$ cat src/rtl/turn_route_pkg.sv
package turn_route_pkg;

  typedef enum logic {
    DIR_FWD = 1'b0,
    DIR_BWD = 1'b1
  } trav_dir_e;

  // Turn bits needed to name every egress choice of an n-port switch.
  function automatic int unsigned turn_bits_for(input int unsigned n);
    if (n <= 2) return 1;
    return $clog2(n);
  endfunction

  // Width of a port index.
  function automatic int unsigned port_bits_for(input int unsigned n);
    if (n <= 2) return 1;
    return $clog2(n);
  endfunction

endpackage

$ cat src/rtl/turn_window.sv
// Pulls this hop's K-bit turn out of the turn sequence.
module turn_window
  import turn_route_pkg::*;
#(
  parameter int unsigned TURN_W = 32,
  parameter int unsigned PTR_W  = 5,
  parameter int unsigned K      = 3
) (
  input  logic [TURN_W-1:0] turns,
  input  logic [PTR_W-1:0]  ptr,
  input  trav_dir_e         dir,
  output logic [K-1:0]      turn
);

  localparam int unsigned BW = PTR_W + 1;

  logic [BW-1:0]     base;
  logic [TURN_W-1:0] shifted;

  always_comb begin
    // Forward reads just below the pointer, backward reads from it upward.
    if (dir == DIR_FWD) base = {1'b0, ptr} - BW'(K);
    else                base = {1'b0, ptr};
    shifted = turns >> base;
    turn    = shifted[K-1:0];
  end

endmodule

$ cat src/rtl/ptr_step.sv
// Moves the turn pointer by K and flags steps that would leave the field.
module ptr_step
  import turn_route_pkg::*;
#(
  parameter int unsigned TURN_W = 32,
  parameter int unsigned PTR_W  = 5,
  parameter int unsigned K      = 3
) (
  input  logic [PTR_W-1:0] ptr,
  input  trav_dir_e        dir,
  output logic [PTR_W-1:0] next_ptr,
  output logic             err
);

  localparam int unsigned BW      = PTR_W + 1;
  localparam int unsigned PTR_MAX = (1 << PTR_W) - 1;
  localparam int unsigned LIMIT   = (TURN_W < PTR_MAX) ? TURN_W : PTR_MAX;

  logic [BW-1:0] up_sum;
  logic [BW-1:0] down_diff;

  always_comb begin
    up_sum    = {1'b0, ptr} + BW'(K);
    down_diff = {1'b0, ptr} - BW'(K);
    if (dir == DIR_FWD) begin
      err      = ({1'b0, ptr} < BW'(K)) || ({1'b0, ptr} > BW'(LIMIT));
      next_ptr = down_diff[PTR_W-1:0];
    end else begin
      err      = (up_sum > BW'(LIMIT));
      next_ptr = up_sum[PTR_W-1:0];
    end
  end

  // r7: a step that is not flagged never wraps the pointer.
  always_comb begin
    if (!err && dir == DIR_FWD)
      a_r7_fwd_no_wrap: assert (next_ptr <= ptr);
    if (!err && dir == DIR_BWD)
      a_r7_bwd_no_wrap: assert (next_ptr >= ptr);
  end

endmodule

$ cat src/rtl/port_rotate.sv
// Rotates from the ingress port by turn+1 (forward) or back by turn+1.
module port_rotate
  import turn_route_pkg::*;
#(
  parameter int unsigned NUM_PORTS = 8,
  parameter int unsigned PORT_W    = 3,
  parameter int unsigned K         = 3
) (
  input  logic [PORT_W-1:0] in_port,
  input  logic [K-1:0]      turn,
  input  trav_dir_e         dir,
  output logic [PORT_W-1:0] out_port
);

  localparam int unsigned W       = PORT_W + K + 2;
  localparam bit          POW2    = (NUM_PORTS == (1 << PORT_W));

  logic [W-1:0] step;
  logic [W-1:0] fwd_sum;
  logic [W-1:0] bwd_sum;
  logic [W-1:0] step_red;

  generate
    if (POW2) begin : g_pow2
      // Modulo a power of two is plain truncation.
      always_comb begin
        step     = W'(turn) + W'(1);
        step_red = '0;
        fwd_sum  = W'(in_port) + step;
        bwd_sum  = W'(in_port) - step;
        if (dir == DIR_FWD) out_port = fwd_sum[PORT_W-1:0];
        else                out_port = bwd_sum[PORT_W-1:0];
      end
    end else begin : g_generic
      always_comb begin
        step     = W'(turn) + W'(1);
        step_red = step % W'(NUM_PORTS);
        fwd_sum  = (W'(in_port) + step) % W'(NUM_PORTS);
        bwd_sum  = (W'(in_port) + W'(NUM_PORTS) - step_red) % W'(NUM_PORTS);
        if (dir == DIR_FWD) out_port = fwd_sum[PORT_W-1:0];
        else                out_port = bwd_sum[PORT_W-1:0];
      end
    end
  endgenerate

endmodule

$ cat src/rtl/turn_path_selector.sv
module turn_path_selector
  import turn_route_pkg::*;
#(
  parameter int unsigned NUM_PORTS = 8,
  parameter int unsigned TURN_W    = 32,
  parameter int unsigned PTR_W     = 5,
  parameter int unsigned K         = turn_bits_for(NUM_PORTS),
  parameter int unsigned PORT_W    = port_bits_for(NUM_PORTS)
) (
  input  logic              clk,
  input  logic              rst,
  input  logic              in_valid,
  input  logic [TURN_W-1:0] in_turns,
  input  logic              in_dir,
  input  logic [PTR_W-1:0]  in_ptr,
  input  logic [PORT_W-1:0] in_port,
  output logic              out_valid,
  output logic [PORT_W-1:0] out_port,
  output logic [PTR_W-1:0]  out_ptr,
  output logic              out_err
);

  trav_dir_e         dir;
  logic [K-1:0]      turn;
  logic [PTR_W-1:0]  next_ptr;
  logic              step_err;
  logic [PORT_W-1:0] rot_port;

  assign dir = trav_dir_e'(in_dir);

  turn_window #(.TURN_W(TURN_W), .PTR_W(PTR_W), .K(K)) u_window (
    .turns (in_turns),
    .ptr   (in_ptr),
    .dir   (dir),
    .turn  (turn)
  );

  ptr_step #(.TURN_W(TURN_W), .PTR_W(PTR_W), .K(K)) u_step (
    .ptr      (in_ptr),
    .dir      (dir),
    .next_ptr (next_ptr),
    .err      (step_err)
  );

  port_rotate #(.NUM_PORTS(NUM_PORTS), .PORT_W(PORT_W), .K(K)) u_rotate (
    .in_port  (in_port),
    .turn     (turn),
    .dir      (dir),
    .out_port (rot_port)
  );

  always_ff @(posedge clk) begin
    if (rst) begin
      out_valid <= 1'b0;
      out_port  <= '0;
      out_ptr   <= '0;
      out_err   <= 1'b0;
    end else begin
      out_valid <= in_valid;
      if (in_valid) begin
        out_err  <= step_err;
        out_port <= step_err ? '0 : rot_port;
        out_ptr  <= step_err ? in_ptr : next_ptr;
      end
    end
  end

  // Assertions
  a_r1_valid_follows: assert property (@(posedge clk) disable iff (rst)
    in_valid |=> out_valid);
  a_r1_no_spurious: assert property (@(posedge clk) disable iff (rst)
    !in_valid |=> !out_valid);
  a_r8_hold_idle: assert property (@(posedge clk) disable iff (rst)
    !in_valid |=> ($stable(out_port) && $stable(out_ptr) && $stable(out_err)));
  a_r7_err_keeps_ptr: assert property (@(posedge clk) disable iff (rst)
    (out_valid && out_err) |-> (out_port == '0 && out_ptr == $past(in_ptr)));
  a_r5_port_in_range: assert property (@(posedge clk) disable iff (rst)
    out_valid |-> (out_port <= PORT_W'(NUM_PORTS - 1)));
  a_r3_fwd_step: assert property (@(posedge clk) disable iff (rst)
    (in_valid && !in_dir && in_ptr >= PTR_W'(K)) |=>
      (!out_err && out_ptr == $past(in_ptr) - PTR_W'(K)));
  a_r4_bwd_step: assert property (@(posedge clk) disable iff (rst)
    (in_valid && in_dir && (PTR_W+1)'(in_ptr) + (PTR_W+1)'(K) <= (PTR_W+1)'((1 << PTR_W) - 1)) |=>
      (!out_err && out_ptr == $past(in_ptr) + PTR_W'(K)));

endmodule

$ cat config.mk
export PLATFORM = sky130hd
export DESIGN_NAME = turn_path_selector
export DESIGN_NICKNAME = d
export VERILOG_FILES = /design/src/rtl/turn_route_pkg.sv /design/src/rtl/turn_window.sv /design/src/rtl/ptr_step.sv /design/src/rtl/port_rotate.sv /design/src/rtl/turn_path_selector.sv
export SDC_FILE = /design/constraint.sdc
export NUM_CORES = 1
export LEC_CHECK = 0
export ABC_CLOCK_PERIOD_IN_PS = 4270
export BUFFER_PORTS_ARGS = -buffer_cell sky130_fd_sc_hd__buf_2
export CAP_MARGIN = 20
export CELL_PAD_IN_SITES_DETAIL_PLACEMENT = 1
export CELL_PAD_IN_SITES_GLOBAL_PLACEMENT = 1
export CORE_AREA = 2 2 81 68
export CTS_BUF_LIST = sky130_fd_sc_hd__clkbuf_2
export DETAILED_ROUTE_END_ITERATION = 6
export DIE_AREA = 0 0 83 70
export GPL_TIMING_DRIVEN = 0
export PLACE_DENSITY = 0.89
export SLEW_MARGIN = 20
export SYNTH_ARGS = -nofsm -noshare
export SYNTH_HDL_FRONTEND = slang
export SYNTH_HIERARCHICAL = 1
export SYNTH_SLANG_ARGS = --single-unit
$ cat constraint.sdc
create_clock -name clk -period 4.27 [get_ports clk]
set_input_delay 0.854 -clock clk [delete_from_list [all_inputs] [get_ports clk]]
set_output_delay 0.854 -clock clk [all_outputs]
set_load 0.05 [all_outputs]
* Word-level counts from Yosys, hierarchy flattened
Index checks and enable logic that the tools add are counted. W data, S select, Z words.
Operators by class: add/subtract/negate cells 5, $lt $le $gt $ge 2, shift-type cells 1, multiplexer cells 6
Operators with widths (count):
- $shr A32 B6 Y3 | 1
- $mux W5 | 2
- $add A5 B2 Y6 const B | 1
- $gt A6 B5 Y1 const B | 1
- $mux W3 | 2
- $mux W6 | 1
- $sub A5 B2 Y6 const B | 1
- $lt A5 B2 Y1 const B | 1
- $add A3 B1 Y3 const B | 1
- $add A3 B3 Y3 | 1
- $sub A3 B3 Y3 | 1
- $mux W1 | 1
Word-level totals: register bits after elaboration 10, input bits 44, output and inout port bits 10, logic and storage cells 18

* Logic depth before layout (Yosys ltp)
depth in word-level cells 7, mapped depth 17

* Cells and area by module
The synthesis kept the hierarchy.
Modules (own cells, without submodules):
- turn_window | times used 1, cells each 113, area each 1037.2 µm², seq. area each 0.0 µm²
- turn_path_selector | times used 1, cells each 41, area each 416.6 µm², seq. area each 200.2 µm²
- ptr_step | times used 1, cells each 21, area each 168.9 µm², seq. area each 0.0 µm²
- port_rotate | times used 1, cells each 14, area each 128.9 µm², seq. area each 0.0 µm²

* Least setup slack after synthesis
Ideal clock, no wire load.
path kind input-to-reg, start point input in_ptr[0], end point register out_port[2], arrival time 4.017 ns, required time 4.138 ns, slack 0.121 ns, cell stages on the path 14, buffers on the path 2, path through buf_4 xnor2_2 buf_6 mux4_1 mux2i_1 o32ai_1 a221o_1 ha_1 xnor2_1 fa_1 xnor2_1 xnor3_1 nand3b_1 a21oi_1
On the way: longest elaborated chain between the ends 7, elaborated cells between the ends (all ways) 12
RTL lines:
- start, declared | RTL line turn_path_selector.sv:15 | input logic [PTR_W-1:0] in_ptr,
- $sub A5 B2 Y6
- $mux W6 * | RTL line turn_window.sv:22 | if (dir == DIR_FWD) base = {1'b0, ptr} - BW'(K);
- $shr A32 B6 Y3 * | RTL line turn_window.sv:24 | shifted = turns >> base;
- net turn[1] | RTL line turn_path_selector.sv:24 | logic [K-1:0] turn;
- $add A3 B1 Y3 * | RTL line port_rotate.sv:27 | step = W'(turn) + W'(1);
- $add A3 B3 Y3 / $sub A3 B3 Y3 (equally long branches) | RTL line port_rotate.sv:29, port_rotate.sv:30
- $mux W3 * | RTL line port_rotate.sv:31 | if (dir == DIR_FWD) out_port = fwd_sum[PORT_W-1:0];
- net rot_port[2] | RTL line turn_path_selector.sv:27 | logic [PORT_W-1:0] rot_port;
- $mux W3 * | RTL line turn_path_selector.sv:62 | out_port <= step_err ? '0 : rot_port;
- end signal, assigned | RTL line turn_path_selector.sv:62
- end, declared | RTL line turn_path_selector.sv:18 | output logic [PORT_W-1:0] out_port,
The timed path passes the listed nets; every way through them passes the cells marked *. A chain may end at the register's enable or synchronous reset.

* Final worst setup path
start point input in_ptr[1], end point register out_port[2]
The elaborated chain is that of the path after synthesis.

==> results.cfg <==
[clocking]
cts_sinks = 10
htree_levels = 1
clkLatencyLatePin_ns = 0.26
clk_pin_slew_ns = 0.10
cts_buffers = 3
cts-root-buf = clkbuf_2
cts_max_path_buffers = 2
postCtsHoldBufs = 0
cts_tree = yes

[finish]
drive_gt1_share_pct = 36.8
seq_area_um2 = 200
design_area_um2 = 2190
area_growth_pct = 25.1
multi_input_area_um2 = 1440
fin_util_pct = 42.7
finalNetCount = 300
fill_cells = 634
insertedDiodeCount = 0

[power]
vdd_drop_max_uv = 107
power_uw = 516
power_density_nw_per_um2 = 236
p_leak_uw = 0.000987

[logic_synthesis]
synthTopCellsByCount = mux2i_1 (17), nand2_1 (15), nor2_1 (15)
syn_inst = 189
syn_nets = 240
yosys_warnings = 6
avgSynthCellArea_um2 = 9.27
synth_area_leaders = mux4_2 (13%), dfxtp_1 (11%), mux2i_1 (9.7%)
ys_ff_latch = 10
synthFlopType = dfxtp_1
synth_cell_types = 51
async_flop_share_pct = 0
yosysTopAreaCell = mux4_2
yosysTopAreaCellShare_pct = 12.9
post-synth-top-count-cell = mux2i_1
synth_edf_count = 0
syn_area_um2 = 1750
seq_area_frac_synth_pct = 11.4

[worst_setup_path]
critPathLaunchType = input port
end_kind = flop
cp.arrival_ns = 4.29
critPathMaxStageDelay_ns = 0.36
path_cells = clkbuf_4 > ha_4 > or3_4 > and2_1 > buf_6 > buf_6 > mux4_1 > mux2i_1 > o32ai_1 > a221o_1 > ha_1 > xnor2_1 > fa_2 > xnor2_2 > xnor3_1 > nand3b_1 > a21oi_1
critPathBufInv = 3
crit_family = adder cells
cp.depth = 17
reg2reg_depth = 2
critPathMostFrequentCell = buf_6
critPathKind = input port to flop
required_ns = 4.40
crit_path_max_fanout = 14
crit_slowest_cell = or3_4

[placement]
io_buffers = 51
dpl.hpwl_mm = 4.29
place_area_um2 = 2090
finalWeightedCongestion = 0.837

[floorplan]
die_x_um = 83
initial_core_util_pct = 34.1
die_h_um = 70
rows = 24
die_area_um2 = 5810
io_pins = 54
core_region_area_um2 = 5130

[sta]
setup_viol = 0
tns_ns = 0
holdWs_ns = 0.485
slew_headroom_pct = 50.1
finClkSkew_ns = 0
fmax_mhz = 241
fin_crit_sh_pct = 97.2
min_period_ns = 4.15
worst_slew_pin_slew_ns = 0.746
finalHoldViolCount = 0
slew_violations = 0

[global_routing]
grt_pass1_wl_mm = 8.81
grt_pass1_vias = 1742
grt_start_max_net_pins = 15
gr-total-overflow = 0
antenna_found_initial = 0
grt_usage_pct = 18.3

[detailed_routing]
first_pass_iters = 4
vias = 1767
drc = 0
routedWlPerCell_um = 17.2
viasPerCell = 5.66
ant_nets = 0
drt_iter0_drc = 138
wirelength_mm = 5.37

[hold_path]
hp-class = flop to flop
hold_depth = 2

[flow_run]
cap_violations = 0

[status]
status = finished, final reports clean
area by class of cell:
| cell class | count | share of cell area [%] |
|---|---|---|
| repair buffers | 55 | 13.7 |
| plain buffers | 13 | 5.20 |
| flip-flops and latches | 10 | 9.14 |
| clock buffers | 3 | 0.685 |
| inverters | 11 | 1.88 |
| multi-input cells | 155 | 65.7 |
| well taps | 65 | 3.71 |
placed cells by master, fill, tap and decap left out, types with 3 or more instances in the layout:
| cell | instances |
|---|---|
| mux2_2 | 3 |
| o21ai_0 | 6 |
| a21oi_1 | 6 |
| nor2_1 | 15 |
| clkbuf_2 | 3 |
| nand3b_1 | 3 |
| ha_1 | 5 |
| nand2_1 | 15 |
| and3b_1 | 3 |
| xor2_1 | 5 |
| buf_4 | 7 |
| nand2b_1 | 4 |
| a211oi_1 | 7 |
| nand3_1 | 3 |
| xnor2_1 | 3 |
| mux4_2 | 10 |
| buf_6 | 6 |
| dfxtp_1 | 10 |
| o32ai_1 | 3 |
| buf_2 | 51 |
| nor3_1 | 3 |
| inv_1 | 11 |
| a221o_1 | 3 |
| mux4_1 | 5 |
| mux2i_1 | 17 |
tightest hold or removal path, stage by stage (launching register included):
cell and delay (ns):
dfxtp_1 0.32, nand2b_1 0.07, a21oi_1 0.05
where the power goes:
part / leakage (uW) / switching [uW] / internal, uW
clock network: 0.0000125 / 33.3 / 19.2
logic: 0.000892 / 188 / 166
registers: 0.0000827 / 5.29 / 104
total: 0.000987 / 226 / 290
state kept, by name, summed over array words and instances (netlist names):
signal     flops
out_ptr        5
out_err        1
out_valid      1
out_port       3
worst paths after layout:
kind	startpoint	to	slack, ns
min	out_port[0]	out_port[0]	0.48
max reg2reg	out_ptr[0]	out_ptr[0]	3.59
max	in_ptr[1]	out_port[2]	0.12
min reg2reg	out_port[0]	out_port[0]	0.48
cell families (layout without fill, tap and decap cells):
logic type,after synthesis,after routing,share of synthesized area (%)
xor+xnor,11,11,6.71
fa+ha+maj,7,7,5.43
simple gates,57,57,17.0
compound gates,45,45,18.9
mux,35,35,32.0
buf+inv,24,82,8.57
flops,10,10,11.4
metal layers:
layer / routed length, um / vias up / GRT usage, %
met5: 0 / - / 0
met4: 0 / 0 / 1.64
li1: - / 851 / -
met1: 2480 / 884 / 25.1
met2: 2720 / 32 / 31.8
met3: 171 / 0 / 2.96
what timing repair did:
action | CTS | global route
resized for setup | 4 | 8
setup buffers | 0 | 4
endpoints found under the setup margin | 1 | 1
hold endpoints to repair | 0 | 0
gates cloned | 0 | 0
pin swaps | 0 | 4
through the flow:
stage	std cells	setup WS, ns
finish	312	0.118
global route	312	-0.00276
CTS	308	0.00369
detailed placement	305	-0.468
global placement	305	-0.383
floorplan	189	0.121
(Power assumes the default switching activity.)
